==> src/rtl/vbe_pkg.sv <==
package vbe_pkg;
    typedef enum logic [1:0] {
        ST_IDLE = 2'd0,
        ST_EVAL = 2'd1,
        ST_DONE = 2'd2
    } vbe_state_e;

    typedef struct packed {
        logic ctr_en;
        logic vlt_en;
        logic all_mode;
        logic sense;
        logic zero_en;
        logic ctr_inv;
    } vbe_ctl_t;
endpackage

==> src/rtl/vbe_elem_test.sv <==
// Tests one element: applies predicate/zeroing and reports pass and decisiveness.
module vbe_elem_test (
    input  logic cond_bit,
    input  logic pred_bit,
    input  logic zero_en,
    input  logic sense,
    input  logic all_mode,
    output logic tested,
    output logic pass,
    output logic decisive
);
    logic eff_bit;

    always_comb begin
        tested   = pred_bit | zero_en;
        eff_bit  = pred_bit & cond_bit;
        pass     = (eff_bit == sense);
        decisive = tested & (all_mode ? ~pass : pass);
    end
endmodule

==> src/rtl/vbe_ctr_step.sv <==
// Conditional single decrement of the loop counter.
module vbe_ctr_step #(
    parameter int CTR_W = 64
) (
    input  logic             ctr_en,
    input  logic             ctr_inv,
    input  logic             tested,
    input  logic             pass,
    input  logic [CTR_W-1:0] ctr_cur,
    output logic [CTR_W-1:0] ctr_nxt
);
    logic dec;

    always_comb begin
        dec     = ctr_en & tested & (~ctr_inv | ~pass);
        ctr_nxt = dec ? (ctr_cur - CTR_W'(1)) : ctr_cur;
    end
endmodule

==> src/rtl/vbe_vl_trunc.sv <==
// Chooses the final vector length from the outcome and the deciding element.
module vbe_vl_trunc #(
    parameter int VW = 4
) (
    input  logic          vlt_en,
    input  logic          sense,
    input  logic          taken,
    input  logic          decided,
    input  logic [VW-1:0] idx,
    input  logic [VW-1:0] vl_cur,
    output logic [VW-1:0] vl_new
);
    logic cut;

    always_comb begin
        cut    = vlt_en & decided & (sense ? taken : ~taken);
        vl_new = cut ? (idx + VW'(1)) : vl_cur;
    end
endmodule

==> src/rtl/vec_branch_eval.sv <==
module vec_branch_eval
    import vbe_pkg::*;
#(
    parameter int MAX_VL = 8,
    parameter int CTR_W  = 64,
    localparam int VW    = $clog2(MAX_VL + 1),
    localparam int IW    = (MAX_VL > 1) ? $clog2(MAX_VL) : 1
) (
    input  logic              clk,
    input  logic              rst_n,
    input  logic              start,
    input  logic [VW-1:0]     vl_in,
    input  logic [MAX_VL-1:0] cond_in,
    input  logic [MAX_VL-1:0] pred_in,
    input  logic [CTR_W-1:0]  ctr_in,
    input  logic [1:0]        mode,
    input  logic              all_mode,
    input  logic              sense,
    input  logic              zero_en,
    input  logic              ctr_inv,
    output logic              taken,
    output logic [CTR_W-1:0]  ctr_out,
    output logic [VW-1:0]     vl_out,
    output logic              done
);
    localparam logic [VW-1:0] VL_LIMIT = VW'(MAX_VL);

    vbe_state_e        state_q, state_d;
    vbe_ctl_t          ctl_q;
    logic [MAX_VL-1:0] cond_q, pred_q;
    logic [VW-1:0]     vl_q, idx_q, vl_res_q;
    logic [CTR_W-1:0]  ctr_q;
    logic              taken_q;

    logic [VW-1:0]     vl_clamped;
    logic [IW-1:0]     sel;
    logic              e_tested, e_pass, e_decisive;
    logic              is_last, finish, taken_now;
    logic [CTR_W-1:0]  ctr_nxt;
    logic [VW-1:0]     vl_new;

    assign vl_clamped = (vl_in > VL_LIMIT) ? VL_LIMIT : vl_in;
    assign sel        = idx_q[IW-1:0];
    assign is_last    = (idx_q == (vl_q - VW'(1)));
    assign finish     = e_decisive | is_last;
    assign taken_now  = e_decisive ? ~ctl_q.all_mode : ctl_q.all_mode;

    vbe_elem_test u_elem (
        .cond_bit (cond_q[sel]),
        .pred_bit (pred_q[sel]),
        .zero_en  (ctl_q.zero_en),
        .sense    (ctl_q.sense),
        .all_mode (ctl_q.all_mode),
        .tested   (e_tested),
        .pass     (e_pass),
        .decisive (e_decisive)
    );

    vbe_ctr_step #(.CTR_W(CTR_W)) u_ctr (
        .ctr_en  (ctl_q.ctr_en),
        .ctr_inv (ctl_q.ctr_inv),
        .tested  (e_tested),
        .pass    (e_pass),
        .ctr_cur (ctr_q),
        .ctr_nxt (ctr_nxt)
    );

    vbe_vl_trunc #(.VW(VW)) u_trunc (
        .vlt_en  (ctl_q.vlt_en),
        .sense   (ctl_q.sense),
        .taken   (taken_now),
        .decided (e_decisive),
        .idx     (idx_q),
        .vl_cur  (vl_q),
        .vl_new  (vl_new)
    );

    // State register
    always_ff @(posedge clk or negedge rst_n) begin
        if (!rst_n) state_q <= ST_IDLE;
        else        state_q <= state_d;
    end

    // Transitions: IDLE->EVAL (start, length>0), IDLE->DONE (start, length 0),
    // EVAL->DONE (deciding or last element), DONE->IDLE (always)
    always_comb begin
        state_d = state_q;
        unique case (state_q)
            ST_IDLE: if (start) state_d = (vl_clamped == '0) ? ST_DONE : ST_EVAL;
            ST_EVAL: if (finish) state_d = ST_DONE;
            ST_DONE: state_d = ST_IDLE;
            default: state_d = ST_IDLE;
        endcase
    end

    // Operand capture and result registers
    always_ff @(posedge clk or negedge rst_n) begin
        if (!rst_n) begin
            ctl_q    <= '0;
            cond_q   <= '0;
            pred_q   <= '0;
            vl_q     <= '0;
            idx_q    <= '0;
            ctr_q    <= '0;
            vl_res_q <= '0;
            taken_q  <= 1'b0;
        end else begin
            unique case (state_q)
                ST_IDLE: if (start) begin
                    ctl_q    <= '{ctr_en: mode[1], vlt_en: mode[0], all_mode: all_mode,
                                  sense: sense, zero_en: zero_en, ctr_inv: ctr_inv};
                    cond_q   <= cond_in;
                    pred_q   <= pred_in;
                    vl_q     <= vl_clamped;
                    idx_q    <= '0;
                    ctr_q    <= ctr_in;
                    vl_res_q <= vl_clamped;
                    taken_q  <= all_mode;
                end
                ST_EVAL: begin
                    ctr_q <= ctr_nxt;
                    idx_q <= idx_q + VW'(1);
                    if (finish) begin
                        taken_q  <= taken_now;
                        vl_res_q <= vl_new;
                    end
                end
                ST_DONE: ;
                default: ;
            endcase
        end
    end

    assign done    = (state_q == ST_DONE);
    assign taken   = taken_q;
    assign ctr_out = ctr_q;
    assign vl_out  = vl_res_q;
endmodule

==> config.mk <==
export PLATFORM = sky130hd
export DESIGN_NAME = vec_branch_eval
export DESIGN_NICKNAME = d
export VERILOG_FILES = /design/src/rtl/vbe_pkg.sv /design/src/rtl/vbe_elem_test.sv /design/src/rtl/vbe_ctr_step.sv /design/src/rtl/vbe_vl_trunc.sv /design/src/rtl/vec_branch_eval.sv
export SDC_FILE = /design/constraint.sdc
export NUM_CORES = 1
export LEC_CHECK = 0
export BUFFER_PORTS_ARGS = -buffer_cell sky130_fd_sc_hd__buf_2
export CAP_MARGIN = 20
export CORE_MARGIN = 2
export CORE_UTILIZATION = 40
export DETAILED_ROUTE_END_ITERATION = 6
export PLACE_DENSITY = 0.62
export SYNTH_ARGS = -nofsm -noshare
export SYNTH_HDL_FRONTEND = slang
export SYNTH_SLANG_ARGS = --single-unit
==> constraint.sdc <==
create_clock -name clk -period 4.55 [get_ports clk]
set_clock_uncertainty 0.05 [all_clocks]
set_input_delay 0.91 -clock clk [delete_from_list [all_inputs] [get_ports clk]]
set_output_delay 0.91 -clock clk [all_outputs]
set_load 0.02 [all_outputs]
==> key figures <==
Outcome
  • Status: finished, final reports clean

Power and ir drop
  • Cell Pwr Density: 773 mW/mm2
  • Leakage: 3.29 nW
  • Total power: 5.70 mW
  • Worst VDD drop: 0.000590 V

Timing
  • Max_slew headroom: 38.6%
  • Crit path time final: 3.39 ns
  • Setup TNS: 0 ns
  • Final Cycle Share: 74.5%
  • Count of final hold-check violations: 0
  • RSZ-0062 raised after global routing: no
  • Worst setup margin: 1.16 ns
  • Max Fclk: 295 MHz
  • Worst slew pin tran: 0.920 ns
  • Setup violators final: 0
  • Max-slew violations: 0
  • Fin Hold WS: 0.423 ns

Placement
  • DP Area: 0.00707 mm2
  • Number of placed cells counting well taps: 1031
  • Port bufs: 162
  • Dpl ws: 1.22 ns
  • Detailed placer's ending HPWL: 12.6 mm
  • RD Place Congestion: 0.835

Worst setup path
  • Setup CP Type: reg2reg
  • Startpoint class of the critical path: flip-flop
  • Critical Path RT: 4.75 ns
  • Crit path DAT: 3.59 ns
  • Crit end category: flip-flop
  • CP max FO: 6

Detailed routing
  • DR vias/cell: 5.94
  • Routed Antenna Nets: 0
  • DR vias: 6218
  • DRC Markers: 0
  • Initial DRT Pass Iterations: 5
  • Total Routed Length: 18.7 mm
  • Initial DRC count: 659
  • Routed wire length per instance: 17.9 um

CTS
  • CTS resizes: 0
  • Clock Path Buffers: 2
  • H-tree depth: 3
  • Worst skew pair latency: 0.36 ns
  • Post-CTS setup buffer count: 0
  • CTS buffer count: 9
  • Clk sinks: 101
  • Root Buffer: clkbuf_16
  • Worst-path clk slew: 0.07 ns
  • CTS tree: built
  • Cts hold-fix bufs: 0

Synthesis
  • Post-Synthesis Cells: 728
  • Area of the mapped netlist: 0.00619 mm2
  • Syn Area/Cell: 8.50 um2
  • Post-synthesis sequential area ratio: 40.8%
  • Synth unique cells: 60
  • Synth top area cells: dfrtp_1, nand2_1, o21ai_0, a22o_1, o2bb2ai_1
  • Dominant synthesized flop cell: dfrtp_1
  • Ys async rst share: 100%
  • Post-synth EDFFs: 0
  • Synth warn: 0
  • Yosys top cell by area: dfrtp_1
  • Yosys reg bits: 101
  • Share of the synthesized area in the top cell type: 40.8%
  • Syn Nets: 824

Finish
  • Share of cells above drive strength 1: 24.7%
  • Area delta synth->final: 19.2%
  • Nets: 950
  • Final core utilization: 48.7%
  • Number of diodes: 0
  • Final non-filler cell total: 1047
  • Final Cell Area: 0.00738 mm2

Floorplan
  • Die Ht: 128 um
  • Die area: 0.0165 mm2
  • Core area: 0.0151 mm2
  • I/O pin total: 163
  • Die W: 128 um
  • Initial Util: 40.9%
  • Row count: 45

Hold path
  • Worst min path class: reg2reg

Global routing
  • Initial antenna violation count: 0
  • Global-route wire length before repair: 30.0 mm
  • GR Overflow Total: 0
  • Gr usage total: 22.8%
  • Largest net degree at the start of global routing: 89
  • Vias in the first global route: 5731

Job
  • Max cap viols: 0
-- report_power, final --
part / internal (mW) / switching (mW)
Combinational: 1.20 / 1.85
Sequential: 1.33 / 0.529
Clock: 0.440 / 0.358
Total: 2.96 / 2.74
-- cell usage after synthesis (all sizes together) (7+ instances only) --
library cell	n
o22a	13
or3	18
nand4	7
o2bb2ai	24
a31oi	10
or2	8
nor3	30
a22oi	14
nand2	128
inv	12
o31ai	16
clkbuf	39
nor4	26
dfrtp	101
nor2	48
nand3	8
buf	19
mux2i	8
a22o	29
o21ai	54
o22ai	29
xnor2	7
a21oi	18
-- sequential cells by signal (all words and copies together) (netlist names), 2 cells and up --
signal	count
cond_q	8
ctl_q	6
ctr_out	64
idx_q	4
pred_q	8
state_q	2
vl_out	4
vl_q	4
-- cells in the final DEF (no fill, tap or decap), types with 3 or more instances in the layout --
| cell | count |
|---|---|
| o31ai_1 | 16 |
| clkinvlp_4 | 3 |
| nor2b_1 | 3 |
| or3_1 | 18 |
| clkbuf_16 | 9 |
| nand2b_1 | 3 |
| or2_2 | 7 |
| a21oi_1 | 18 |
| nor3b_1 | 3 |
| nand4_1 | 7 |
| xor2_1 | 3 |
| nand2_1 | 128 |
| nand3b_1 | 4 |
| buf_2 | 161 |
| a22oi_1 | 14 |
| nor2_1 | 46 |
| o21ai_0 | 53 |
| xnor2_1 | 7 |
| nor3_1 | 30 |
| a22o_1 | 29 |
| a21o_1 | 3 |
| o22ai_1 | 29 |
| mux2i_1 | 8 |
| a31oi_1 | 10 |
| nand3_1 | 8 |
| nor4_1 | 25 |
| inv_1 | 12 |
| buf_4 | 12 |
| dfrtp_1 | 101 |
| mux2_2 | 5 |
| o22a_1 | 13 |
| ha_1 | 3 |
| o2bb2ai_1 | 24 |
| o41ai_1 | 5 |
-- critical path: stages, from the launching register on --
cell and delay, ns:
dfrtp_1 0.39, inv_1 0.10, ha_1 0.21, or4b_1 0.56, nor4_1 0.74, nand4b_1 0.49
nor4_1 0.40, a31oi_1 0.15, o22a_1 0.19
-- final cells by class --
cell class,instances,area (um2)
clock buffers,10,239
clock inverters,6,62.6
fillers,1480,7770
inverters,12,45.0
multi-input cells,557,3370
flip-flops and latches,101,2530
well taps,188,235
repair buffers,173,896
-- per-layer routing --
layer	global-route usage (%)	part of all wire, %
met1	32.5	47
met2	35.2	45
met3	5.45	6.9
met4	5.49	1.6
met5	0	0
-- worst paths after layout --
kind                                              from                 endpoint  slack [ns]  depth (start not counted)
worst max-delay path            ctr_out[0]$_DFFE_PN0P_  ctr_out[54]$_DFFE_PN0P_        1.16                          8
worst min-delay path             cond_q[7]$_DFFE_PN0P_    cond_q[7]$_DFFE_PN0P_        0.42                          2
worst max register to register  ctr_out[0]$_DFFE_PN0P_  ctr_out[54]$_DFFE_PN0P_        1.16                          8
worst min register to register   cond_q[7]$_DFFE_PN0P_    cond_q[7]$_DFFE_PN0P_        0.42                          2
max in group asynchronous                        rst_n  ctr_out[55]$_DFFE_PN0P_        3.12                          2
min in group asynchronous                        rst_n  ctr_out[12]$_DFFE_PN0P_        0.47                          1
-- logic make-up (layout without fill, tap and decap cells) --
kind of cell               after synthesis  after routing  synth area share, %
muxes                                   15             15                 2.99
AOI/OAI and AO/OA                      230            230                 26.2
DFF                                    101            101                 40.8
and+or+nand+nor                        299            299                 22.9
adders and majority gates                3              3                0.607
xor gates and xnor gates                10             10                 1.42
buffers and inverters                   70            201                 4.97
Note: power is estimated with default switching activity, not from simulation.
